<file path="config.mk">
export PLATFORM = sky130hd
export DESIGN_NAME = host_addr_router
export DESIGN_NICKNAME = d
export VERILOG_FILES = /design/src/rtl/hadr_pkg.sv /design/src/rtl/hadr_cfg_regs.sv /design/src/rtl/hadr_window_match.sv /design/src/rtl/hadr_fence_lookup.sv /design/src/rtl/hadr_route.sv /design/src/rtl/host_addr_router.sv
export SDC_FILE = /design/constraint.sdc
export NUM_CORES = 2
export LEC_CHECK = 0
export ABC_AREA = 1
export CAP_MARGIN = 15
export CORE_MARGIN = 2
export CORE_UTILIZATION = 40
export CTS_BUF_LIST = sky130_fd_sc_hd__clkbuf_16
export CTS_CLUSTER_DIAMETER = 30
export CTS_CLUSTER_SIZE = 20
export DETAILED_ROUTE_END_ITERATION = 8
export SLEW_MARGIN = 20
export SYNTH_ARGS = -nofsm -noshare
export SYNTH_HDL_FRONTEND = slang
export SYNTH_SLANG_ARGS = --single-unit
export TNS_END_PERCENT = 5
</file>
<file path="constraint.sdc">
create_clock -name clk -period 4.5 [get_ports clk]
set_input_delay 0.675 -clock clk [delete_from_list [all_inputs] [get_ports clk]]
set_output_delay 0.675 -clock clk [all_outputs]
set_load 0.03 [all_outputs]
</file>
<file path="src/rtl/hadr_pkg.sv">
package hadr_pkg;

   typedef enum logic [2:0] {
      TGT_NONE   = 3'd0,
      TGT_DRAM   = 3'd1,
      TGT_REGS   = 3'd2,
      TGT_GFX    = 3'd3,
      TGT_LEGACY = 3'd4,
      TGT_EXPAN  = 3'd5
   } target_e;

   typedef enum logic [1:0] {
      SRC_CORE   = 2'd0,
      SRC_LEGACY = 2'd1,
      SRC_EXPAN  = 2'd2,
      SRC_RSVD   = 2'd3
   } src_e;

   localparam int NUM_WIN     = 3;
   localparam int SEL_LOW_TOP = 3;
   localparam int SEL_RM_BASE = 4;
   localparam int SEL_RM_LIM  = 5;
   localparam int SEL_AP_BASE = 6;
   localparam int SEL_AP_LIM  = 7;
   localparam int SEL_SIZES   = 8;
   localparam int SEL_EX_BASE = 9;
   localparam int SEL_EX_LIM  = 10;
   localparam int SEL_FENCE0  = 11;
   localparam int FENCE_REGS  = 3;

   // log2 of the span of register window w (egress, controller, link)
   function automatic int win_span_log2(input int w);
      case (w)
         1:       return 15;
         default: return 12;
      endcase
   endfunction

   function automatic logic [31:0] stolen_bytes(input logic [2:0] code);
      int sh;
      if (code == 3'd0) return 32'd0;
      sh = 24 + ((code > 3'd5) ? 5 : int'(code));
      return 32'd1 << sh;
   endfunction

   function automatic logic [31:0] table_bytes(input logic [1:0] code);
      case (code)
         2'd0:    return 32'd0;
         2'd1:    return 32'd1 << 20;
         default: return 32'd1 << 21;
      endcase
   endfunction

endpackage

</file>
<file path="src/rtl/hadr_cfg_regs.sv">
module hadr_cfg_regs
   import hadr_pkg::*;
#(
   parameter int AW        = 39,
   parameter int NUM_FENCE = 4,
   parameter int SELW      = 5
) (
   input  logic                           clk,
   input  logic                           rst_n,
   input  logic                           cfg_we,
   input  logic [SELW-1:0]                cfg_sel,
   input  logic [AW-1:0]                  cfg_wdata,
   output logic [NUM_WIN-1:0][AW-1:0]     win_base,
   output logic [AW-1:0]                  low_top,
   output logic [AW-1:0]                  rm_base,
   output logic [AW-1:0]                  rm_limit,
   output logic [AW-1:0]                  ap_base,
   output logic [AW-1:0]                  ap_limit,
   output logic [AW-1:0]                  ex_base,
   output logic [AW-1:0]                  ex_limit,
   output logic [2:0]                     stolen_code,
   output logic [1:0]                     table_code,
   output logic [NUM_FENCE-1:0][AW-1:0]   fen_base,
   output logic [NUM_FENCE-1:0][AW-1:0]   fen_limit,
   output logic [NUM_FENCE-1:0]           fen_valid,
   output logic [NUM_FENCE-1:0][1:0]      fen_mode
);

   always_ff @(posedge clk) begin
      if (!rst_n) begin
         win_base    <= '0;
         low_top     <= '0;
         rm_base     <= '1;
         rm_limit    <= '0;
         ap_base     <= '1;
         ap_limit    <= '0;
         ex_base     <= '1;
         ex_limit    <= '0;
         stolen_code <= '0;
         table_code  <= '0;
      end else if (cfg_we) begin
         case (int'(cfg_sel))
            0, 1, 2:     win_base[cfg_sel[1:0]] <= cfg_wdata;
            SEL_LOW_TOP: low_top  <= cfg_wdata;
            SEL_RM_BASE: rm_base  <= cfg_wdata;
            SEL_RM_LIM:  rm_limit <= cfg_wdata;
            SEL_AP_BASE: ap_base  <= cfg_wdata;
            SEL_AP_LIM:  ap_limit <= cfg_wdata;
            SEL_SIZES: begin
               stolen_code <= cfg_wdata[2:0];
               table_code  <= cfg_wdata[5:4];
            end
            SEL_EX_BASE: ex_base  <= cfg_wdata;
            SEL_EX_LIM:  ex_limit <= cfg_wdata;
            default: ;
         endcase
      end
   end

   for (genvar f = 0; f < NUM_FENCE; f++) begin : g_fence_reg
      localparam int SEL_B = SEL_FENCE0 + FENCE_REGS * f;
      always_ff @(posedge clk) begin
         if (!rst_n) begin
            fen_base[f]  <= '0;
            fen_limit[f] <= '0;
            fen_valid[f] <= 1'b0;
            fen_mode[f]  <= 2'd0;
         end else if (cfg_we) begin
            if (int'(cfg_sel) == SEL_B)     fen_base[f]  <= cfg_wdata;
            if (int'(cfg_sel) == SEL_B + 1) fen_limit[f] <= cfg_wdata;
            if (int'(cfg_sel) == SEL_B + 2) begin
               fen_valid[f] <= cfg_wdata[0];
               fen_mode[f]  <= cfg_wdata[2:1];
            end
         end
      end
   end

endmodule

</file>
<file path="src/rtl/hadr_window_match.sv">
module hadr_window_match #(
   parameter int AW        = 39,
   parameter int SPAN_LOG2 = 12
) (
   input  logic [AW-1:0] addr,
   input  logic [AW-1:0] base,
   output logic          hit,
   output logic [AW-1:0] offset
);

   localparam logic [AW-1:0] OFF_MASK = (AW'(1) << SPAN_LOG2) - AW'(1);

   // bit 0 of the base doubles as the enable; it lies inside the offset field
   assign hit    = base[0] && ((addr & ~OFF_MASK) == (base & ~OFF_MASK));
   assign offset = addr & OFF_MASK;

endmodule

</file>
<file path="src/rtl/hadr_fence_lookup.sv">
module hadr_fence_lookup #(
   parameter int AW        = 39,
   parameter int NUM_FENCE = 4
) (
   input  logic [AW-1:0]                 addr,
   input  logic [NUM_FENCE-1:0][AW-1:0]  fen_base,
   input  logic [NUM_FENCE-1:0][AW-1:0]  fen_limit,
   input  logic [NUM_FENCE-1:0]          fen_valid,
   input  logic [NUM_FENCE-1:0][1:0]     fen_mode,
   output logic                          tiled
);

   logic [NUM_FENCE-1:0] fhit;

   for (genvar f = 0; f < NUM_FENCE; f++) begin : g_hit
      assign fhit[f] = fen_valid[f] && (addr >= fen_base[f]) && (addr <= fen_limit[f]);
   end

   // lowest index wins: scan from the top so the last write is the lowest hit
   always_comb begin
      tiled = 1'b0;
      for (int f = NUM_FENCE - 1; f >= 0; f--) begin
         if (fhit[f]) tiled = (fen_mode[f] != 2'd0);
      end
   end

endmodule

</file>
<file path="src/rtl/hadr_route.sv">
module hadr_route
   import hadr_pkg::*;
#(
   parameter int AW        = 39,
   parameter int CEIL_BITS = 35
) (
   input  logic [AW-1:0] addr,
   input  logic          is_write,
   input  src_e          src,
   input  logic          win_any,
   input  logic [AW-1:0] win_offset,
   input  logic [AW-1:0] low_top,
   input  logic [AW-1:0] rm_base,
   input  logic [AW-1:0] rm_limit,
   input  logic [AW-1:0] ap_base,
   input  logic [AW-1:0] ap_limit,
   input  logic [AW-1:0] ex_base,
   input  logic [AW-1:0] ex_limit,
   input  logic [2:0]    stolen_code,
   input  logic [1:0]    table_code,
   input  logic          fence_tiled,
   output target_e       target,
   output logic [AW-1:0] phys,
   output logic          reject
);

   localparam logic [AW-1:0] FOUR_GB = AW'(1) << 32;
   localparam logic [AW:0]   CEIL    = (AW + 1)'(1) << CEIL_BITS;

   logic          ap_hit, rm_hit, rm_below_ceil, low_hit, ex_hit, external;
   logic [AW:0]   rm_phys;
   logic [AW-1:0] carve, usable;

   assign external = (src != SRC_CORE);

   assign ap_hit = (ap_limit >= ap_base) && (addr >= ap_base) && (addr <= ap_limit);

   assign rm_hit = (rm_limit >= rm_base) && (addr >= FOUR_GB) &&
                   (addr >= rm_base) && (addr <= rm_limit);
   assign rm_phys       = {1'b0, addr} - {1'b0, rm_base} + {1'b0, low_top};
   assign rm_below_ceil = rm_phys < CEIL;

   assign carve  = AW'(stolen_bytes(stolen_code)) + AW'(table_bytes(table_code));
   assign usable = (low_top >= carve) ? (low_top - carve) : '0;
   assign low_hit = (addr < usable) && ({1'b0, addr} < CEIL);

   assign ex_hit = (ex_limit >= ex_base) && (addr >= ex_base) && (addr <= ex_limit);

   always_comb begin
      target = TGT_LEGACY;
      phys   = addr;
      reject = 1'b0;
      if (win_any) begin
         target = TGT_REGS;
         phys   = win_offset;
      end else if (ap_hit) begin
         if (external && (!is_write || fence_tiled)) begin
            target = TGT_NONE;
            phys   = '0;
            reject = 1'b1;
         end else begin
            target = TGT_GFX;
         end
      end else if (rm_hit && rm_below_ceil) begin
         target = TGT_DRAM;
         phys   = rm_phys[AW-1:0];
      end else if (low_hit) begin
         target = TGT_DRAM;
      end else if (ex_hit) begin
         target = TGT_EXPAN;
      end
   end

endmodule

</file>
<file path="src/rtl/host_addr_router.sv">
module host_addr_router
   import hadr_pkg::*;
#(
   parameter int  AW        = 39,
   parameter int  NUM_FENCE = 4,
   parameter int  CEIL_BITS = 35,
   localparam int SELW      = $clog2(SEL_FENCE0 + FENCE_REGS * NUM_FENCE)
) (
   input  logic            clk,
   input  logic            rst_n,
   input  logic            cfg_we,
   input  logic [SELW-1:0] cfg_sel,
   input  logic [AW-1:0]   cfg_wdata,
   input  logic            req_valid,
   output logic            req_ready,
   input  logic [AW-1:0]   req_addr,
   input  logic            req_write,
   input  logic [1:0]      req_src,
   output logic            rsp_valid,
   input  logic            rsp_ready,
   output logic [2:0]      rsp_target,
   output logic [AW-1:0]   rsp_addr,
   output logic            rsp_abort
);

   if (AW < 33) begin : g_bad_aw
      $error("host_addr_router: AW must reach above 4 GB");
   end
   if (CEIL_BITS >= AW || CEIL_BITS < 32) begin : g_bad_ceil
      $error("host_addr_router: CEIL_BITS must lie in [32, AW)");
   end
   if (NUM_FENCE < 1) begin : g_bad_fence
      $error("host_addr_router: at least one fence required");
   end

   logic [NUM_WIN-1:0][AW-1:0]   win_base;
   logic [AW-1:0]                low_top, rm_base, rm_limit, ap_base, ap_limit, ex_base, ex_limit;
   logic [2:0]                   stolen_code;
   logic [1:0]                   table_code;
   logic [NUM_FENCE-1:0][AW-1:0] fen_base, fen_limit;
   logic [NUM_FENCE-1:0]         fen_valid;
   logic [NUM_FENCE-1:0][1:0]    fen_mode;

   hadr_cfg_regs #(.AW(AW), .NUM_FENCE(NUM_FENCE), .SELW(SELW)) regs_i (
      .clk(clk), .rst_n(rst_n), .cfg_we(cfg_we), .cfg_sel(cfg_sel), .cfg_wdata(cfg_wdata),
      .win_base(win_base), .low_top(low_top), .rm_base(rm_base), .rm_limit(rm_limit),
      .ap_base(ap_base), .ap_limit(ap_limit), .ex_base(ex_base), .ex_limit(ex_limit),
      .stolen_code(stolen_code), .table_code(table_code),
      .fen_base(fen_base), .fen_limit(fen_limit), .fen_valid(fen_valid), .fen_mode(fen_mode)
   );

   logic [NUM_WIN-1:0]          win_hit;
   logic [NUM_WIN-1:0][AW-1:0]  win_offs;
   logic                        win_any;
   logic [AW-1:0]               win_off;

   for (genvar w = 0; w < NUM_WIN; w++) begin : g_win
      hadr_window_match #(.AW(AW), .SPAN_LOG2(win_span_log2(w))) match_i (
         .addr(req_addr), .base(win_base[w]), .hit(win_hit[w]), .offset(win_offs[w])
      );
   end

   always_comb begin
      win_any = 1'b0;
      win_off = '0;
      for (int w = NUM_WIN - 1; w >= 0; w--) begin
         if (win_hit[w]) begin
            win_any = 1'b1;
            win_off = win_offs[w];
         end
      end
   end

   logic fence_tiled;

   hadr_fence_lookup #(.AW(AW), .NUM_FENCE(NUM_FENCE)) fence_i (
      .addr(req_addr), .fen_base(fen_base), .fen_limit(fen_limit),
      .fen_valid(fen_valid), .fen_mode(fen_mode), .tiled(fence_tiled)
   );

   target_e       dec_target;
   logic [AW-1:0] dec_phys;
   logic          dec_reject;

   hadr_route #(.AW(AW), .CEIL_BITS(CEIL_BITS)) route_i (
      .addr(req_addr), .is_write(req_write), .src(src_e'(req_src)),
      .win_any(win_any), .win_offset(win_off),
      .low_top(low_top), .rm_base(rm_base), .rm_limit(rm_limit),
      .ap_base(ap_base), .ap_limit(ap_limit), .ex_base(ex_base), .ex_limit(ex_limit),
      .stolen_code(stolen_code), .table_code(table_code), .fence_tiled(fence_tiled),
      .target(dec_target), .phys(dec_phys), .reject(dec_reject)
   );

   logic    accept;
   target_e tgt_q;

   assign req_ready  = !rsp_valid || rsp_ready;
   assign accept     = req_valid && req_ready;
   assign rsp_target = tgt_q;

   always_ff @(posedge clk) begin
      if (!rst_n) begin
         rsp_valid <= 1'b0;
         rsp_abort <= 1'b0;
         tgt_q     <= TGT_NONE;
         rsp_addr  <= '0;
      end else begin
         rsp_abort <= accept && dec_reject;
         if (accept) begin
            rsp_valid <= !dec_reject;
            tgt_q     <= dec_reject ? TGT_NONE : dec_target;
            rsp_addr  <= dec_reject ? '0 : dec_phys;
         end else if (rsp_ready) begin
            rsp_valid <= 1'b0;
         end
      end
   end

endmodule

</file>
* Word-level counts from Yosys, hierarchy flattened
Index checks and enable logic that the tools add are counted.
Word-level totals: input bits 91, word-level logic and storage cells 185, output and inout bits 45, register bits after elaboration 763
Cells by class: muxes and demuxes 36, reduce and logical (&&, ||, !) cells 60, add/subtract/negate cells 5, equality and inequality tests 26, shift-type cells 1, magnitude comparators 25
Operators by type and width (number):
- $ge 39x39->1 | 11
- $mux 39 | 9
- $le 39x39->1 | 7
- $bwmux 117 | 1
- $demux 39 s2 | 1
- $mux 32 | 2
- $eq 5x5->1 const B | 12
- $eq 27x27->1 | 2
- $pmux 22 s2 | 1
- $reduce_and 2->1 | 21
- $add 40x39->40 | 1
- $lt 40x36->1 const B | 1
- $sub 39x39->40 | 1
- $ge 39x33->1 const B | 1
- $lt 39x36->1 const B | 1
- $lt 39x39->1 | 1
- $sub 39x39->39 | 1
- $add 32x22->33 | 1
- $add 6x32->32 const A | 1
- $shl 1x32->32 const A | 1
- $eq 24x24->1 | 1
- $logic_and 1x1->1 | 24
- $eq 5x3->1 const B | 4
- $mux 3 | 6
- 17 further kinds | 41

* Depth between registers and ports, before layout
depth after elaboration 15, depth in mapped cells 31, depth with buffers taken out 31

* Modules after synthesis
A second synthesis with hierarchy kept.
Unflattened totals: cell total of the unflattened synthesis 9934, area, all modules 60946.0 um^2
By module, submodules not included:
- hadr_cfg_regs | area an instance 30468.0 um^2, cells an instance 4739, times used 1, sequential area each 14393.8 um^2
- hadr_route | area an instance 16320.7 um^2, cells an instance 2751, times used 1, sequential area each 0.0 um^2
- hadr_fence_lookup | area an instance 8789.7 um^2, cells an instance 1432, times used 1, sequential area each 0.0 um^2
- host_addr_router | area an instance 2812.7 um^2, cells an instance 464, times used 1, sequential area each 880.8 um^2
- hadr_window_match (g_win[0].match_i ...) | area an instance 885.8 um^2, cells an instance 193, times used 2, sequential area each 0.0 um^2
- hadr_window_match (g_win[1].match_i) | area an instance 783.3 um^2, cells an instance 162, times used 1, sequential area each 0.0 um^2

* Least setup slack after synthesis
OpenSTA, ideal clock, no wires.
path kind reg-to-reg, start point register regs_i.stolen_code[1], end point register tgt_q[0], in the netlist rsp_target[0], data required time 4368 ps, period minus slack after synthesis 3936 ps, arrival 3804 ps, cell stages (with the launch flop) 27, buffers on the path 2, path slack 564 ps, cell sequence dfxtp_1 > inv_1 > nor2_1 > nand2_1 > ha_1 > nand2_1 > nor4_1 > nand2_1 > nand2_1 > a21oi_1 > nand2_1 > clkbuf_1 > clkbuf_1 > nand3_1 > ha_1 > nand2_1 > inv_1 > nand3_1 > nor4_1 > nand3_1 > nand3b_1 > nor4b_1 > nand2_1 > nand2_1 > nand3_1 > o21ai_0 > a21oi_1
Between the ends: cells in the longest elaborated chain, start to end 15
Ends and longest elaborated chain:
- start, declared | RTL line hadr_cfg_regs.sv:21 | output logic [2:0] stolen_code,
- start signal, assigned | RTL line hadr_cfg_regs.sv:50 | stolen_code <= cfg_wdata[2:0];
- $gt 3x3->1 | RTL line hadr_pkg.sv:42 | sh = 24 + ((code > 3'd5) ? 5 : int'(code));
- $mux 3 | RTL line hadr_pkg.sv:42
- $add 6x32->32 | RTL line hadr_pkg.sv:42
- $shl 1x32->32 | RTL line hadr_pkg.sv:43 | return 32'd1 << sh;
- $mux 32 * | RTL line hadr_pkg.sv:42
- $add 32x22->33 * | RTL line hadr_route.sv:43 | assign carve = AW'(stolen_bytes(stolen_code)) + AW'(table_bytes(table_code));
- $sub 39x39->39 / $ge 39x39->1 (equally long branches) | RTL line hadr_route.sv:44 | assign usable = (low_top >= carve) ? (low_top - carve) : '0;
- $mux 39 * | RTL line hadr_route.sv:44
- $lt 39x39->1 * | RTL line hadr_route.sv:45 | assign low_hit = (addr < usable) && ({1'b0, addr} < CEIL);
- $logic_and 1x1->1 * | RTL line hadr_route.sv:45
- $mux 3 * | RTL line hadr_route.sv:67 | end else if (low_hit) begin
- $mux 3 * | RTL line hadr_route.sv:64 | end else if (rm_hit && rm_below_ceil) begin
- $mux 3 * | RTL line hadr_route.sv:56 | end else if (ap_hit) begin
- $mux 3 * | RTL line hadr_route.sv:53 | if (win_any) begin
- $mux 3 * | RTL line host_addr_router.sv:111 | tgt_q <= dec_reject ? TGT_NONE : dec_target;
- end signal, assigned | RTL line host_addr_router.sv:111
- end, declared | RTL line host_addr_router.sv:95 | target_e tgt_q;
Mark *: on every way between the ends. The rest lies on a longest branch, timed or not. A chain may end at the register's enable or synchronous reset.

* Worst setup path after layout
Same ends and word-level chain as after synthesis.

==> out/metrics.cfg <==
[run_status]
status = finished, final reports clean

[clock_tree]
clkSinkCount = 727
clk_path_buf_depth = 3
clk_latency_ns = 0.84
numCtsBuffers = 200
h-tree-depth = 4
cts_tree = built
root_buffer = clkbuf_16
clkTransAtPathRegs_ns = 0.04

[die]
core-area_sq_mm = 0.124
ios = 136
die_w_um = 357
start_util_pct = 40.3
rows = 129
die-area_sq_mm = 0.127
fp.dieH_um = 357

[synth]
synth-seq-area-share_pct = 29.2
syn_area_sq_mm = 0.0498
ys_types = 57
syn_area_per_cell_sq_um = 7.13
synth_edf_count = 0
ys_ff_latch = 727
yosysWarnings = 0
synthCells = 6991
yosys_most_used_dff = dfxtp_1
synthArstFlopShare_pct = 0

[layout]
drive_gt1_share_pct = 11.4
layout_common_cells = nand2_1 (1077), inv_1 (1055), a21oi_1 (1013)
nets = 8345
final_common_cell = nand2_1
area_growth_pct = 26.9
fin_cells = 9276

[power]
p_leak_nw = 28.8
power_mw = 24.0
irDropWorstVdd_uv = 395
powerDensity_mw_per_mm2 = 380

[sta]
period_needed_ns = 4.28
final.period_utilization_pct = 95.1
hold_violations = 0
setup_ws_ns = 0.221
slew_headroom_pct = 19.0
fmax_mhz = 234
tightest_slew_ns = 1.21
slew_violations = 0
skew_ns = 0.0793
setup_viol = 0
rsz0062_at_grt = true

[place]
place_ws_ns = -0.119
hpwlAfterDp_mm = 149
io_buffers = 135
dp.cells = 8893
gp_congestion = 1.00

[grt]
grt_use_met3_pct = 5.52
use_met1_pct = 40.9
met2_usage_pct = 49.1
grtUsageTotal_pct = 31.2
grt_max_degree = 243
grt_pass1_vias = 48200
grt_pass1_wl_mm = 298
busiest_layer = met2
grt_overflow = 0
antenna_found_initial = 11

[min_path]
hold_class = in -> reg

[setup_path]
crit_required_ns = 5.14
endpoint_kind = flip-flop
cp_max_fo = 12
worstSetupPathType = reg -> reg
arrival_ns = 4.92
cp-start-kind = flip-flop

[drt]
routed_wl_mm = 203
avgRoutedWirePerCell_um = 21.9
drc = 0
drt_iter0_markers = 4759
vias = 50600
antenna_left = 0
viasPerCell = 5.45
drtPass1Iterations = 5

[run]
max_cap_viol_count = 0

## power breakdown
part,total [mW],internal [mW],switching [mW]
registers,6.61,6.57,0.0476
logic,3.07,1.09,1.98
clock network,14.3,9.71,4.61
total,24.0,17.4,6.64
## path summary, 6_finish.rpt
kind	endpoint	slack (ns)	depth (start not counted)	start
worst max-delay path	rsp_target[0]	0.22	26	regs_i.stolen_code[1]
worst min-delay path	rsp_target[1]	0.36	3	rst_n
worst max register to register	rsp_target[0]	0.22	26	regs_i.stolen_code[1]
worst min register to register	regs_i.fen_valid[1]	0.45	2	regs_i.fen_valid[1]
## routing by layer
| metal | up-vias | part of all wire, % |
|---|---|---|
| li1 | 24600 | - |
| met1 | 23600 | 43 |
| met2 | 1895 | 44 |
| met3 | 487 | 8.0 |
| met4 | 10 | 5.6 |
| met5 | - | 0.029 |
## flip-flops by register name, indices dropped and copies added (netlist names)
register / cells
regs_i.ap_base: 39
regs_i.ap_limit: 39
regs_i.ex_base: 39
regs_i.ex_limit: 39
regs_i.fen_base: 156
regs_i.fen_limit: 156
regs_i.fen_mode: 8
regs_i.fen_valid: 4
regs_i.low_top: 39
regs_i.rm_base: 39
regs_i.rm_limit: 39
regs_i.stolen_code: 3
regs_i.table_code: 2
regs_i.win_base: 81
rsp_abort: 1
rsp_addr: 39
rsp_target: 3
rsp_valid: 1
## worst max-delay path, cell delays in order (launching register included)
cell	delay, ns
dfxtp_2	0.32
inv_2	0.06
nor2_4	0.12
nand2_2	0.07
ha_4	0.27
nand2_2	0.07
nor2_4	0.12
nand4_1	0.20
nor3_2	0.22
a31oi_1	0.10
buf_4	0.18
nand2_4	0.09
buf_6	0.12
buf_12	0.13
nand2_1	0.06
ha_1	0.30
inv_1	0.06
nor4_4	0.30
buf_4	0.18
nand3_4	0.07
nand3b_1	0.20
nor4b_2	0.28
nand2_1	0.14
nand2_2	0.13
nand3_2	0.10
o21ai_2	0.14
a21oi_1	0.07
## synth_stat cells (6+ instances only)
master     number  area share [%]
nand2_1      1097             8.3
inv_1        1036             7.8
a21oi_1      1017              10
ha_1          750              19
dfxtp_1       727              29
o21ai_0       725             7.3
nor2_1        373             2.8
nand3_1       300             3.0
clkbuf_1      276             2.1
nand4_1       176             2.2
nor4_1         66            0.83
o211ai_1       57            0.86
nor3_1         56            0.56
fa_1           39             1.6
xor2_1         36            0.63
o21ai_1        24            0.24
xnor2_1        23            0.40
o21a_1         21            0.32
a21o_1         19            0.29
nand3b_1       16            0.24
o21bai_1       14            0.21
buf_2          12            0.12
nor2_2         12            0.15
a31oi_1        10            0.13
nor3b_1         9            0.14
or2_2           9            0.11
a211oi_1        7            0.11
a21boi_0        7            0.11
and3_1          7           0.088
o2111ai_1       7            0.12
a21oi_2         6            0.11
buf_1           6           0.045
nor4b_1         6            0.11
## metrics by stage
step | instance area, sq um | hold slack [ns] | utilization [%] | TNS (ns)
2_1_floorplan | 49800 | 0.424 | - | 0
3_3_place_gp | 56000 | 0.436 | 45.3 | -1.48
3_5_place_dp | 55900 | 0.441 | 45.2 | -2.15
4_1_cts | 62900 | 0.350 | 50.9 | 0
5_1_grt | 63200 | 0.399 | 51.1 | -0.0465
6_report | 63200 | 0.359 | 51.1 | 0
## repair_timing
action / in CTS / in global routing
hold buffers: 0 / 0
pin swaps: 8 / 27
gates resized for setup: 16 / 63
endpoints found under the setup margin: 2 / 2
setup buffers: 2 / 5
## cell families (layout without fill, tap and decap cells)
family,Yosys count,count (layout),share of synthesized area [%]
simple gates,2144,2144,18.9
compound gates,1931,1931,20.3
buf+inv,1339,1984,10.1
fa+ha+maj,789,789,20.4
flops,727,727,29.2
xor+xnor,60,60,1.07
other cells,1,4,0.00753
## final cells by class
cell class              instances  area, sq um
flip-flops and latches        727        14600
fillers                     12100        60400
repair buffers                567         5220
clock buffers                 202         5050
diodes                          2         5.00
well taps                    1637         2050
multi-input cells            4926        30600
clock inverters               172         1850
inverters                    1043         3920
(Power assumes the default switching activity.)
